--- src/rtl/bts_pkg.sv ---
package bts_pkg;
   localparam int TS_W = 3;
   typedef enum logic [TS_W-1:0] {
      TS_IDLE = 3'd0,
      TS_T1   = 3'd1,
      TS_T2   = 3'd2,
      TS_T3   = 3'd3,
      TS_TW   = 3'd4,
      TS_T4   = 3'd5
   } tstate_e;
endpackage

--- src/rtl/bts_async_sync.sv ---
module bts_async_sync #(
   parameter int STAGES = 2
) (
   input  logic clk,
   input  logic rst,
   input  logic async_i,
   output logic sync_o
);
   generate
      if (STAGES < 1) begin : g_bad_stages
         $error("bts_async_sync: STAGES must be at least 1");
      end
   endgenerate

   logic [STAGES-1:0] chain_q;

   generate
      if (STAGES == 1) begin : g_single
         always_ff @(posedge clk) begin
            if (rst) chain_q <= '1;
            else     chain_q <= async_i;
         end
      end else begin : g_multi
         always_ff @(posedge clk) begin
            if (rst) chain_q <= '1;
            else     chain_q <= {chain_q[STAGES-2:0], async_i};
         end
      end
   endgenerate

   assign sync_o = chain_q[STAGES-1];
endmodule

--- src/rtl/bts_srdy_sample.sv ---
module bts_srdy_sample #(
   parameter bit FALL_SAMPLE = 1'b1
) (
   input  logic clk,
   input  logic rst,
   input  logic rdy_i,
   output logic rdy_o
);
   logic smp_q;

   generate
      if (FALL_SAMPLE) begin : g_fall
         always_ff @(negedge clk) begin
            if (rst) smp_q <= 1'b1;
            else     smp_q <= rdy_i;
         end
      end else begin : g_rise
         always_ff @(posedge clk) begin
            if (rst) smp_q <= 1'b1;
            else     smp_q <= rdy_i;
         end
      end
   endgenerate

   assign rdy_o = smp_q;
endmodule

--- src/rtl/bts_start_gate.sv ---
module bts_start_gate #(
   parameter int NUM_CAUSES  = 3,
   parameter int SPECIAL_GAP = 2
) (
   input  logic                  clk,
   input  logic                  rst,
   input  logic [NUM_CAUSES-1:0] cause_i,
   input  logic                  special_i,
   input  logic                  start_i,
   input  logic                  in_t4_i,
   output logic                  hold_o,
   output logic                  special_o
);
   localparam int GW = $clog2(SPECIAL_GAP + 2);
   localparam logic [GW-1:0] GAP_LOAD = GW'(SPECIAL_GAP);

   generate
      if (NUM_CAUSES < 1) begin : g_bad_causes
         $error("bts_start_gate: NUM_CAUSES must be at least 1");
      end
      if (SPECIAL_GAP < 0) begin : g_bad_gap
         $error("bts_start_gate: SPECIAL_GAP must not be negative");
      end
   endgenerate

   logic          spec_q;
   logic [GW-1:0] gap_q;

   always_ff @(posedge clk) begin
      if (rst)          spec_q <= 1'b0;
      else if (start_i) spec_q <= special_i;
   end

   always_ff @(posedge clk) begin
      if (rst)                  gap_q <= '0;
      else if (in_t4_i && spec_q) gap_q <= GAP_LOAD;
      else if (gap_q != '0)     gap_q <= gap_q - 1'b1;
   end

   assign hold_o    = (|cause_i) || (gap_q != '0);
   assign special_o = spec_q;

   assert_gap_counts_down_R9: assert property (@(posedge clk) disable iff (rst)
      (gap_q != '0 && !in_t4_i) |=> (gap_q == $past(gap_q) - 1'b1));
endmodule

--- src/rtl/bts_tstate_fsm.sv ---
module bts_tstate_fsm
   import bts_pkg::*;
(
   input  logic    clk,
   input  logic    rst,
   input  logic    req_i,
   input  logic    hold_i,
   input  logic    special_i,
   input  logic    ready_i,
   output tstate_e state_o,
   output logic    start_o
);
   tstate_e state_q, state_d;

   always_comb begin
      state_d = state_q;
      unique case (state_q)
         TS_IDLE: state_d = (req_i && !hold_i) ? TS_T1 : TS_IDLE;
         TS_T1:   state_d = TS_T2;
         TS_T2:   state_d = TS_T3;
         TS_T3,
         TS_TW:   state_d = ready_i ? TS_T4 : TS_TW;
         TS_T4:   state_d = (req_i && !hold_i && !special_i) ? TS_T1 : TS_IDLE;
         default: state_d = TS_IDLE;
      endcase
   end

   always_ff @(posedge clk) begin
      if (rst) state_q <= TS_IDLE;
      else     state_q <= state_d;
   end

   assign state_o = state_q;
   assign start_o = (state_d == TS_T1);

   assert_t1_then_t2_R2: assert property (@(posedge clk) disable iff (rst)
      (state_q == TS_T1) |=> (state_q == TS_T2));
   assert_t2_then_t3_R2: assert property (@(posedge clk) disable iff (rst)
      (state_q == TS_T2) |=> (state_q == TS_T3));
   assert_wait_when_unready_R3: assert property (@(posedge clk) disable iff (rst)
      ((state_q == TS_T3 || state_q == TS_TW) && !ready_i) |=> (state_q == TS_TW));
   assert_exit_when_ready_R3: assert property (@(posedge clk) disable iff (rst)
      ((state_q == TS_T3 || state_q == TS_TW) && ready_i) |=> (state_q == TS_T4));
   assert_hold_keeps_idle_R7: assert property (@(posedge clk) disable iff (rst)
      (state_q == TS_IDLE && hold_i) |=> (state_q == TS_IDLE));
endmodule

--- src/rtl/bus_tstate_seq.sv ---
module bus_tstate_seq
   import bts_pkg::*;
#(
   parameter int NUM_CAUSES  = 3,
   parameter int SYNC_STAGES = 2,
   parameter int SPECIAL_GAP = 2,
   parameter bit FALL_SAMPLE = 1'b1
) (
   input  logic                  clk,
   input  logic                  rst,
   input  logic                  bus_req,
   input  logic                  rdy_async,
   input  logic                  rdy_sync,
   input  logic [NUM_CAUSES-1:0] idle_cause,
   input  logic                  special_req,
   output logic [TS_W-1:0]       tstate,
   output logic                  cycle_done,
   output logic                  idle_o
);
   logic    a_rdy, s_rdy, hold, spec, start;
   tstate_e st;

   bts_async_sync #(.STAGES(SYNC_STAGES)) u_async (
      .clk(clk), .rst(rst), .async_i(rdy_async), .sync_o(a_rdy));

   bts_srdy_sample #(.FALL_SAMPLE(FALL_SAMPLE)) u_srdy (
      .clk(clk), .rst(rst), .rdy_i(rdy_sync), .rdy_o(s_rdy));

   bts_start_gate #(.NUM_CAUSES(NUM_CAUSES), .SPECIAL_GAP(SPECIAL_GAP)) u_gate (
      .clk(clk), .rst(rst), .cause_i(idle_cause), .special_i(special_req),
      .start_i(start), .in_t4_i(st == TS_T4), .hold_o(hold), .special_o(spec));

   bts_tstate_fsm u_fsm (
      .clk(clk), .rst(rst), .req_i(bus_req), .hold_i(hold), .special_i(spec),
      .ready_i(a_rdy | s_rdy), .state_o(st), .start_o(start));

   assign tstate     = st;
   assign cycle_done = (st == TS_T4);
   assign idle_o     = (st == TS_IDLE);

   assert_reset_idle_R1: assert property (@(posedge clk)
      rst |=> (tstate == 3'd0));
   assert_done_single_R6: assert property (@(posedge clk) disable iff (rst)
      cycle_done |=> !cycle_done);
   assert_special_idles_R9: assert property (@(posedge clk) disable iff (rst)
      (cycle_done && spec) |=> idle_o);
endmodule

--- config.mk ---
export PLATFORM = sky130hd
export DESIGN_NAME = bus_tstate_seq
export DESIGN_NICKNAME = d
export VERILOG_FILES = /design/src/rtl/bts_pkg.sv /design/src/rtl/bts_async_sync.sv /design/src/rtl/bts_srdy_sample.sv /design/src/rtl/bts_start_gate.sv /design/src/rtl/bts_tstate_fsm.sv /design/src/rtl/bus_tstate_seq.sv
export SDC_FILE = /design/constraint.sdc
export NUM_CORES = 1
export LEC_CHECK = 0
export CAP_MARGIN = 20
export CORE_AREA = 2 2 39 41
export CTS_CLUSTER_DIAMETER = 150
export DETAILED_ROUTE_END_ITERATION = 6
export DIE_AREA = 0 0 41 43
export GPL_TIMING_DRIVEN = 0
export PLACE_DENSITY = 0.57
export RECOVER_POWER = 100
export SLEW_MARGIN = 20
export SYNTH_ARGS = -nofsm -noshare
export SYNTH_HDL_FRONTEND = slang
export SYNTH_SLANG_ARGS = --single-unit
--- constraint.sdc ---
create_clock -name clk -period 2.84 [get_ports clk]
set_clock_uncertainty 0.1 [all_clocks]
set_input_delay 0.568 -clock clk [delete_from_list [all_inputs] [get_ports clk]]
set_output_delay 0.568 -clock clk [all_outputs]
set_load 0.05 [all_outputs]
==> impl_results.md, run 1 <==
- Distinct cells, synth: 21
- Post-DP Area: 549 um2
- Lkg Pwr: 0.238 nW
- Clock transition at path regs: 60 ps
- DRC: 0
- Gate power share: 16.5%
- CP Max Fanout: 7
- WP data required: 2170 ps
- H-tree Lvls: 1
- Post-CTS sizing: 0
- Routed WL per cell: 9.25 um
- Post-CTS setup buffer count: 0
- Reg power frac: 46.8%
- Share of the synthesized area in the top cell type: 44.0%
- Syn Nets: 52
- Die height: 43 um
- Top post-synthesis cells by area: dfxtp_1 (44%), nor4b_4 (5.8%), or2_2 (4.6%)
- Layout cell share with drive strength beyond 1: 16.9%
- Sequential cell area fraction in the yosys report: 44.0%
- Congestion Overflow GR: 0
- Switching Fraction: 27.3%
- Starting DRT DRC Count: 3
- Worst slew margin: 66.9%
- Final setup vio count: 0
- RR Endpoint: u_fsm.state_o[0]$_SDFF_PP0_
- Top Family by Delay on Critical Path: buffers and inverters
- Least-Margin Pin Slew: 495 ps
- Net count reported at finish: 69
- R2R Setup Slk: 420 ps
- N_diodes: 0
- Hold_sp: u_async.chain_q[0]$_SDFF_PP1_
- Fin cells: 75
- WHS Endpoint: u_async.chain_q[1]$_SDFF_PP1_
- Post-layout min period: 2570 ps
- Reg-to-Reg Start: u_srdy.rdy_o$_SDFF_NP1_
- Worst r2r path cells: 3
- Via count: 332
- Gp weighted congestion: 0.704
- Initial antenna violation count: 0
- Crit path kind: flop to primary output
- Status: finished, final reports clean
- Highest-delay cell along the critical path: dlygate4sd3_1
- Die W: 41 um
- Num CTS Buffers: 3
- Hold_buf cts: 0
- Total Die Area: 1760 um2
- HPWL after DPL: 525 um
- CP Launch Type: flop
- Row Count: 14
- Avg Synthesized Cell Area: 9.51 um2
- Hold path depth: 1
- Area growth syn-to-layout: 39.1%
- Worst-skew pair later-pin latency: 320 ps
- Core area: 1380 um2
- Initial Util: 29.6%
- Slowest Stage Delay on Critical Path: 870 ps
- Slew Limit Fails: 0
- Final Hold Violating Endpoints: 0
- # clock sinks: 9
- Largest net degree at the start of global routing: 11
- Vias in the first global route: 253
- Yosys warnings: 0
- Final worst-path cycle share: 90.3%
- Synth Cell Area: 409 um2
- CP Capture Type: primary output
- Sw Pwr: 76.9 uW
- WP data arrival: 1900 ps
- Fmax: 0.390 GHz
- CP Buf/Inv Count: 2
- Router iterations before antenna repair: 3
- IO Port Bufs: 12
- Worst Hold Class: flop to flop
- Post-Route WL: 694 um
- Internal: 205 uW
- Clock power share: 36.7%
- Max clock buf depth: 2
- Finished Cell Area: 569 um2
- Total power: 282 uW
- Power Density: 495 nW/um2
- CTS tree: yes
- Yosys reg bits: 9
- Cell taking the most area after synthesis: dfxtp_1
- ANT nets after route: 0
- Gr usage total: 10.3%
- Top Ports: 14
- Root Driver: clkbuf_4
- Maximum vdd drop: 0.000202 V
- Vias per Instance: 4.43
- CP Cell Sequence: clkbuf_1 > and3b_1 > dlygate4sd3_1
- # placed instances: 71
- RSZ-0062 raised after global routing: no
- First-pass GRT wire length: 1.10 mm
- Post-synthesis cell count: 43
- Max-cap violations: 0
==> state kept, by name, summed over array words and instances, names as in the netlist <==
signal / cells
u_fsm.state_o: 3
u_srdy.rdy_o: 1
u_gate.gap_q: 2
u_async.chain_q: 2
u_gate.special_o: 1
==> kinds of logic after synthesis <==
| logic type | after synthesis | synth area share (%) |
|---|---|---|
| AND/OR/NAND/NOR | 21 | 34.2 |
| flip-flops | 9 | 44.0 |
| buffers and inverters | 6 | 7.95 |
| AO/OA/AOI/OAI | 5 | 9.18 |
| XOR/XNOR | 1 | 2.14 |
| multiplexers | 1 | 2.45 |
==> power groups by stage <==
stage / logic [mW] / registers [mW] / clock network, mW
final: 0.0466 / 0.132 / 0.103
after global routing: 0.0505 / 0.132 / 0.116
after CTS: 0.0497 / 0.132 / 0.109
after detailed placement: 0.0497 / 0.135 / 0.00441
after global placement: 0.0492 / 0.135 / 0.00441
after floorplan: 0.0237 / 0.141 / 0.00441
==> area by class of cell <==
| type | instances | area [um2] |
|---|---|---|
| Fill cell | 154 | 815 |
| Multi-Input combinational cell | 28 | 191 |
| Sequential cell | 9 | 180 |
| Timing Repair Buffer | 12 | 120 |
| Buffer | 4 | 23.8 |
| Clock buffer | 3 | 22.5 |
| Tap cell | 16 | 20.0 |
| Clock inverter | 2 | 7.51 |
| Inverter | 1 | 3.75 |
==> cells in the final DEF, fill, tap and decap left out, types with 2 or more instances in the layout <==
cell	count
a21oi_1	2
and3b_1	2
clkbuf_1	2
clkbuf_4	3
clkdlybuf4s50_1	6
dfxtp_1	9
dlygate4sd3_1	6
inv_1	3
nand2_1	3
nand2b_1	2
nand3b_1	2
nor2_1	4
nor3_1	2
or2_2	3
==> cell usage after synthesis <==
| master | instances |
|---|---|
| o211ai_2 | 1 |
| nand2b_1 | 2 |
| a21oi_1 | 2 |
| nor3_1 | 2 |
| nor2_1 | 4 |
| and3_1 | 1 |
| and3b_1 | 2 |
| a31oi_1 | 1 |
| nand2_1 | 3 |
| inv_1 | 2 |
| buf_2 | 2 |
| nand3b_1 | 2 |
| or2_2 | 3 |
| nor3_2 | 1 |
| mux2i_1 | 1 |
| xnor2_1 | 1 |
| a211o_1 | 1 |
| buf_6 | 1 |
| nor4b_4 | 1 |
| dfxtp_1 | 9 |
| clkbuf_1 | 1 |
==> worst max-delay path by stage <==
stage,depth (start not counted),from,slack (ps),endpoint
after floorplan,2,rst,210,u_srdy.rdy_o$_SDFF_NP1_
after global placement,2,rdy_sync,-40,u_srdy.rdy_o$_SDFF_NP1_
after detailed placement,2,rdy_sync,-40,u_srdy.rdy_o$_SDFF_NP1_
after CTS,2,rdy_sync,300,u_srdy.rdy_o$_SDFF_NP1_
after global routing,3,u_fsm.state_o[1]$_SDFF_PP0_,170,cycle_done
final,3,u_fsm.state_o[1]$_SDFF_PP0_,270,cycle_done
==> per-layer routing <==
layer | vias up | wire, um | track usage [%]
li1 | 176 | - | -
met5 | - | 0 | 0
met2 | 12 | 285 | 10.6
met4 | 0 | 38 | 14.0
met3 | 4 | 40 | 3.14
met1 | 140 | 330 | 13.4
==> per-stage QoR <==
stage	setup slack (ps)	TNS [ps]	hold WS [ps]	util, %
3_5_place_dp	-40.0	-40.0	302	39.7
4_1_cts	297	0	320	41.6
3_3_place_gp	-40.2	-40.2	294	39.7
5_1_grt	174	0	325	41.1
2_1_floorplan	211	0	289	-
6_report	275	0	316	41.1
Power figures use the tool's default switching activity.
==> run 2: changes to the inputs <==
--- a/config.mk
+++ b/config.mk
@@ -5,7 +5,6 @@
 export SDC_FILE = /design/constraint.sdc
 export NUM_CORES = 1
 export LEC_CHECK = 0
-export CAP_MARGIN = 20
 export CORE_AREA = 2 2 39 41
 export CTS_CLUSTER_DIAMETER = 150
 export DETAILED_ROUTE_END_ITERATION = 6
==> results of run 2 <==
Final layout, timing and power as in run 1 (identical DEF).
